===== src/rtl/dic_pkg.sv =====
package dic_pkg;
    localparam logic [7:0] OFF_IRQ_VIEW = 8'h00;
    localparam logic [7:0] OFF_ENABLE   = 8'h04;
    localparam logic [7:0] OFF_ROUTE    = 8'h08;
    localparam logic [7:0] OFF_WAKECTL  = 8'h0C;
    localparam logic [7:0] OFF_FIQ_VIEW = 8'h10;
    localparam logic [7:0] OFF_RAW      = 8'h20;
endpackage


===== src/rtl/dic_sample.sv =====
module dic_sample #(
    parameter int N_SRC = 32
) (
    input  logic             clk,
    input  logic             rst_n,
    input  logic [N_SRC-1:0] src_i,
    output logic [N_SRC-1:0] raw_q
);
    // one capture flop per source line
    for (genvar g = 0; g < N_SRC; g++) begin : g_cap
        always_ff @(posedge clk or negedge rst_n) begin
            if (!rst_n) raw_q[g] <= 1'b0;
            else        raw_q[g] <= src_i[g];
        end
    end
endmodule


===== src/rtl/dic_regs.sv =====
module dic_regs
    import dic_pkg::*;
#(
    parameter int N_SRC  = 32,
    parameter int ADDR_W = 8
) (
    input  logic              clk,
    input  logic              rst_n,
    input  logic [ADDR_W-1:0] bus_addr,
    input  logic              bus_we,
    input  logic [N_SRC-1:0]  bus_wdata,
    input  logic [N_SRC-1:0]  raw_q,
    input  logic [N_SRC-1:0]  irq_pend,
    input  logic [N_SRC-1:0]  fiq_pend,
    output logic [N_SRC-1:0]  mask_q,
    output logic [N_SRC-1:0]  level_q,
    output logic              ctrl_q,
    output logic [N_SRC-1:0]  bus_rdata
);
    logic hit_mask, hit_level, hit_ctrl;

    assign hit_mask  = (bus_addr == ADDR_W'(OFF_ENABLE));
    assign hit_level = (bus_addr == ADDR_W'(OFF_ROUTE));
    assign hit_ctrl  = (bus_addr == ADDR_W'(OFF_WAKECTL));

    always_ff @(posedge clk or negedge rst_n) begin
        if (!rst_n) begin
            mask_q  <= '0;
            level_q <= '0;
            ctrl_q  <= 1'b0;
        end else if (bus_we) begin
            if (hit_mask)  mask_q  <= bus_wdata;
            if (hit_level) level_q <= bus_wdata;
            if (hit_ctrl)  ctrl_q  <= bus_wdata[0];
        end
    end

    // pending offsets have no write path; unmapped offsets read zero
    always_comb begin
        bus_rdata = '0;
        if      (bus_addr == ADDR_W'(OFF_IRQ_VIEW)) bus_rdata = irq_pend;
        else if (hit_mask)                          bus_rdata = mask_q;
        else if (hit_level)                         bus_rdata = level_q;
        else if (hit_ctrl)                          bus_rdata = N_SRC'(ctrl_q);
        else if (bus_addr == ADDR_W'(OFF_FIQ_VIEW)) bus_rdata = fiq_pend;
        else if (bus_addr == ADDR_W'(OFF_RAW))      bus_rdata = raw_q;
    end
endmodule


===== src/rtl/dic_route.sv =====
module dic_route #(
    parameter int N_SRC = 32
) (
    input  logic             clk,
    input  logic             rst_n,
    input  logic [N_SRC-1:0] raw_q,
    input  logic [N_SRC-1:0] mask_q,
    input  logic [N_SRC-1:0] level_q,
    input  logic             ctrl_q,
    output logic [N_SRC-1:0] irq_pend,
    output logic [N_SRC-1:0] fiq_pend,
    output logic             irq_o,
    output logic             fiq_o,
    output logic             wake_o
);
    logic [N_SRC-1:0] live;
    logic [N_SRC-1:0] wake_src;

    for (genvar g = 0; g < N_SRC; g++) begin : g_steer
        assign live[g]     = raw_q[g] & mask_q[g];
        assign irq_pend[g] = live[g] & ~level_q[g];
        assign fiq_pend[g] = live[g] &  level_q[g];
        assign wake_src[g] = ctrl_q ? live[g] : raw_q[g];
    end

    always_ff @(posedge clk or negedge rst_n) begin
        if (!rst_n) begin
            irq_o  <= 1'b0;
            fiq_o  <= 1'b0;
            wake_o <= 1'b0;
        end else begin
            irq_o  <= |irq_pend;
            fiq_o  <= |fiq_pend;
            wake_o <= |wake_src;
        end
    end
endmodule


===== src/rtl/dic_vector.sv =====
module dic_vector #(
    parameter int N_SRC = 32,
    localparam int IDX_W = $clog2(N_SRC)
) (
    input  logic [N_SRC-1:0] pend,
    output logic [IDX_W-1:0] idx,
    output logic             valid
);
    always_comb begin
        idx = '0;
        for (int i = N_SRC - 1; i >= 0; i--) begin
            if (pend[i]) idx = IDX_W'(i);
        end
        valid = |pend;
    end
endmodule


===== src/rtl/dual_irq_ctrl.sv =====
module dual_irq_ctrl #(
    parameter int N_SRC  = 32,
    parameter int ADDR_W = 8,
    localparam int IDX_W = $clog2(N_SRC)
) (
    input  logic              clk,
    input  logic              rst_n,
    input  logic [N_SRC-1:0]  src_i,
    input  logic [ADDR_W-1:0] bus_addr,
    input  logic              bus_we,
    input  logic [N_SRC-1:0]  bus_wdata,
    output logic [N_SRC-1:0]  bus_rdata,
    output logic              irq_o,
    output logic              fiq_o,
    output logic              wake_o,
    output logic [IDX_W-1:0]  vec_idx,
    output logic              vec_valid
);
    logic [N_SRC-1:0] raw_q, mask_q, level_q, irq_pend, fiq_pend;
    logic             ctrl_q;

    dic_sample #(.N_SRC(N_SRC)) u_sample (
        .clk(clk), .rst_n(rst_n), .src_i(src_i), .raw_q(raw_q)
    );

    dic_regs #(.N_SRC(N_SRC), .ADDR_W(ADDR_W)) u_regs (
        .clk(clk), .rst_n(rst_n), .bus_addr(bus_addr), .bus_we(bus_we),
        .bus_wdata(bus_wdata), .raw_q(raw_q), .irq_pend(irq_pend),
        .fiq_pend(fiq_pend), .mask_q(mask_q), .level_q(level_q),
        .ctrl_q(ctrl_q), .bus_rdata(bus_rdata)
    );

    dic_route #(.N_SRC(N_SRC)) u_route (
        .clk(clk), .rst_n(rst_n), .raw_q(raw_q), .mask_q(mask_q),
        .level_q(level_q), .ctrl_q(ctrl_q), .irq_pend(irq_pend),
        .fiq_pend(fiq_pend), .irq_o(irq_o), .fiq_o(fiq_o), .wake_o(wake_o)
    );

    dic_vector #(.N_SRC(N_SRC)) u_vector (
        .pend(irq_pend), .idx(vec_idx), .valid(vec_valid)
    );
endmodule


===== config.mk =====
export PLATFORM = sky130hd
export DESIGN_NAME = dual_irq_ctrl
export DESIGN_NICKNAME = d
export VERILOG_FILES = /design/src/rtl/dic_pkg.sv /design/src/rtl/dic_sample.sv /design/src/rtl/dic_regs.sv /design/src/rtl/dic_route.sv /design/src/rtl/dic_vector.sv /design/src/rtl/dual_irq_ctrl.sv
export SDC_FILE = /design/constraint.sdc
export NUM_CORES = 1
export LEC_CHECK = 0
export ABC_AREA = 1
export ABC_CLOCK_PERIOD_IN_PS = 5000
export BUFFER_PORTS_ARGS = -buffer_cell sky130_fd_sc_hd__buf_2
export CAP_MARGIN = 10
export CORE_MARGIN = 1.5
export CORE_UTILIZATION = 59
export CTS_BUF_LIST = sky130_fd_sc_hd__clkbuf_16
export CTS_CLUSTER_DIAMETER = 150
export DETAILED_ROUTE_END_ITERATION = 10
export PLACE_DENSITY = 0.85
export SYNTH_ARGS = -nofsm -noshare
export SYNTH_HDL_FRONTEND = slang
export SYNTH_SLANG_ARGS = --single-unit

===== constraint.sdc =====
create_clock -name clk -period 5 [get_ports clk]
set_clock_uncertainty 0.05 [all_clocks]
set_input_delay 0.5 -clock clk [delete_from_list [all_inputs] [get_ports clk]]
set_output_delay 0.5 -clock clk [all_outputs]
set_load 0.05 [all_outputs]

==> metrics.md <==
| Metric | Value |
|---|---|
| Async S/R FF share, synth | `100%` |
| DR top layer | `met4` |
| Total nets after synthesis | `819` |
| Number of buffers between clock root and the deepest sink | `2` |
| Share of final-layout standard cells stronger than drive strength 1 | `19.7%` |
| Slack of the worst reg-to-reg path | `3.09 ns` |
| EDFF count, synth | `0` |
| Count of buffer and inverter cells on the critical path | `5` |
| Estimated wirelength of the detail-placed design | `11300 um` |
| Top-level port count | `116` |
| Most frequent cell on the critical path | `buf_2` |
| Met1 WL | `6050 um` |
| Clock input transition at the sequential cells of the worst setup and hold paths | `0.07 ns` |
| Source-to-sink clock delay at the later pin of the worst-skew pair | `0.35 ns` |
| Synth-to-layout area growth | `18.0%` |
| Post-synthesis sequential area ratio | `45.3%` |
| Data arrival time of the critical path | `3.25 ns` |
| Synth unique cells | `33` |
| Cell leakage power | `3.34 nW` |
| Final hold violations | `0` |
| Cell at the slowest stage of the critical path | `nor2_2` |
| Area share of the leading cell type in the synthesized netlist | `45.3%` |
| Critical Path Sink Type | `output port` |
| Type of the worst setup path | `primary input to output port` |
| Clock period minus worst slack | `3.80 ns` |
| Count of vias placed by the detailed router | `5852` |
| Number of cell instances on the worst register-to-register path | `5` |
| Sort of element at the start of the critical path | `primary input` |
| Number of setup violations in the final report | `0` |
| Antenna violations before repair | `0` |
| Synth Register Bits | `100` |
| Most frequent cell after synthesis | `nand2_1` |
| Finished Core Util | `71.1%` |
| Number of iterations in the first detailed-routing pass | `8` |
| Via count of the first global-routing pass | `5559` |
| Wire length of the first global-routing pass | `26000 um` |
| Required time at the endpoint of the critical path | `4.45 ns` |
| Die span in x | `99.7 um` |
| Total detailed-routing wirelength | `16100 um` |
| Cell breakdown of the critical path | `buf_2, nor2_1, inv_2, nor3_1, nand3_1, nor2_2, buf_4, nand2_1, o211ai_1, o21ai_1, inv_1, buf_2` |
| Synth area leader | `dfrtp_1` |
| Least-Margin Pin Slew | `0.738 ns` |
| Synthesized netlist cell count | `744` |
| Clock Sinks | `100` |
| RSZ-0062 raised after global routing | `false` |
| Die height | `99.7 um` |
| Number of routed nets with antenna violations | `0` |
| Maximum level of the CTS H-tree | `3` |
| Number of setup buffers added after CTS | `0` |
| Clock Root Buffer | `clkbuf_16` |
| Final-layout fill cell count | `745` |
| DR vias/cell | `6.05` |
| Path class of the lowest-slack min-delay path | `primary input to asynchronous set/reset pin` |
| Total Power Consumption | `0.00189 W` |
| Total met3 wirelength after detailed routing | `1810 um` |
| Kind of cell adding the most delay to the critical path | `simple AND/OR/NAND/NOR gates` |
| Average instance area after synthesis | `7.42 sq um` |
| Crit path depth | `12` |
| Number of buffers inserted for hold repair after clock tree synthesis | `0` |
| Final Max Tran Viols | `0` |
| P per Cell Area | `290 nW/um^2` |
| Reported max-cap violation count | `0` |
| Leading post-synthesis cells by cell area | `dfrtp_1, nand2_1, o21ai_1` |
| Initial Util | `60.3%` |
| Initial drt markers | `596` |
| # diodes | `0` |
| Flip-flop cell with the highest count after synthesis | `dfrtp_1` |
| Wire length per cell | `16.6 um` |
| Peak Freq | `263 MHz` |
| Number of CTS-inserted buffers | `9` |
| PostCTS Resize Cnt | `0` |
| Overall die area | `9940 sq um` |
| Layout Nets | `926` |
| Commonest cells post-synth | `nand2_1, dfrtp_1, o21ai_1` |
| Max_slew headroom | `50.7%` |
| Biggest cell delay along the critical path | `0.75 ns` |
| Global-route usage over all layers | `33.3%` |
| Site Rows | `35` |
| Last weighted congestion value of the routability-driven placer | `0.903` |
| Remaining routing DRC violations | `0` |
| Run status | `finished clean` |
| Buffers added on ports | `115` |
| Maximum number of pins on one net before global-route repair | `55` |
| Largest fanout of any net on the critical path | `15` |
| Portion of the clock cycle consumed by the worst path in the final layout | `76.0%` |
| Synth Warn # | `0` |
| Setup_tns | `0 ns` |
| Worst ir drop on vdd | `0.176 mV` |
| Core region area | `9150 sq um` |
| Netlist Area Pre-Place | `5520 sq um` |
| TritonCTS clock tree | `built` |
| Total overflow reported by the global router | `0` |
| Detailed-routed wire length on met2 | `7710 um` |
-- worst reg2reg max path, delay by kind of cell (launching register included) --
kind | cells | cell delay, ns
AND/OR/NAND/NOR | 4 | 0.86
AO/OA/AOI/OAI | 1 | 0.40
flip-flops | 1 | 0.48
-- routing by layer --
layer  vias to the layer above  global-route usage [%]
li1                       2705                       -
met4                         0                    14.2
met5                         -                       0
met3                        70                    8.08
met1                      2673                    42.0
met2                       404                    54.8
-- state kept, by name (all words and copies together) (netlist names) --
register	flops
u_sample.raw_q	32
u_regs.mask_q	32
u_route.fiq_o	1
u_regs.ctrl_q	1
u_route.irq_o	1
u_regs.level_q	32
u_route.wake_o	1
-- final cells by class --
class                           instances  area [sq um]  share of cell area (%)
Inverter                               89           417                    6.40
Multi-Input combinational cell        527          2510                    38.5
Timing Repair Buffer                  124           646                    9.92
Clock buffer                            9           225                    3.46
Tap cell                              111           139                    2.13
Clock inverter                          7          73.8                    1.13
Sequential cell                       100          2500                    38.4
-- power by group --
part	total (W)	internal, W	switching (W)
Combinational	0.000285	0.0000866	0.000199
Sequential	0.000897	0.000850	0.0000465
Clock	0.000706	0.000391	0.000315
-- metrics by stage --
stage	cell area [sq um]	hold WS (ns)	instances	setup slack (ns)
after floorplan	5520	0.154	744	1.85
after global placement	6210	0.429	951	1.31
after detailed placement	6210	0.445	951	1.29
after CTS	6510	0.135	967	1.28
after global routing	6510	0.148	967	1.09
final	6510	0.0970	967	1.20
-- worst paths after layout --
| check | start | endpoint |
|---|---|---|
| min in group clk | src_i[23] | u_sample.raw_q[23]$_DFF_PN0_ |
| setup / recovery | bus_addr[7] | bus_rdata[13] |
| setup reg to reg | u_sample.raw_q[23]$_DFF_PN0_ | u_route.wake_o$_DFF_PN0_ |
| hold reg to reg | u_regs.level_q[29]$_DFFE_PN0P_ | u_regs.level_q[29]$_DFFE_PN0P_ |
| max in group asynchronous | rst_n | u_regs.mask_q[11]$_DFFE_PN0P_ |
| hold / removal | rst_n | u_regs.mask_q[23]$_DFFE_PN0P_ |
-- cell families (layout without fill, tap and decap cells) --
kind of cell | Yosys count | in the layout | share of synthesized area (%)
flops | 100 | 100 | 45.3
simple gates | 357 | 357 | 26.8
compound gates | 170 | 170 | 18.4
buf+inv | 117 | 229 | 9.50
-- cell usage in the layout (no fill, tap or decap), types with 10 or more instances in the layout --
| master | count |
|---|---|
| nor2_1 | 62 |
| nand3_1 | 39 |
| a21oi_1 | 24 |
| a221oi_1 | 20 |
| buf_4 | 10 |
| nand4_1 | 11 |
| inv_2 | 12 |
| nor4_1 | 11 |
| dfrtp_1 | 100 |
| nand2_1 | 220 |
| o21ai_1 | 90 |
| inv_1 | 70 |
| buf_2 | 114 |
Note: power is estimated with default switching activity, not from simulation.
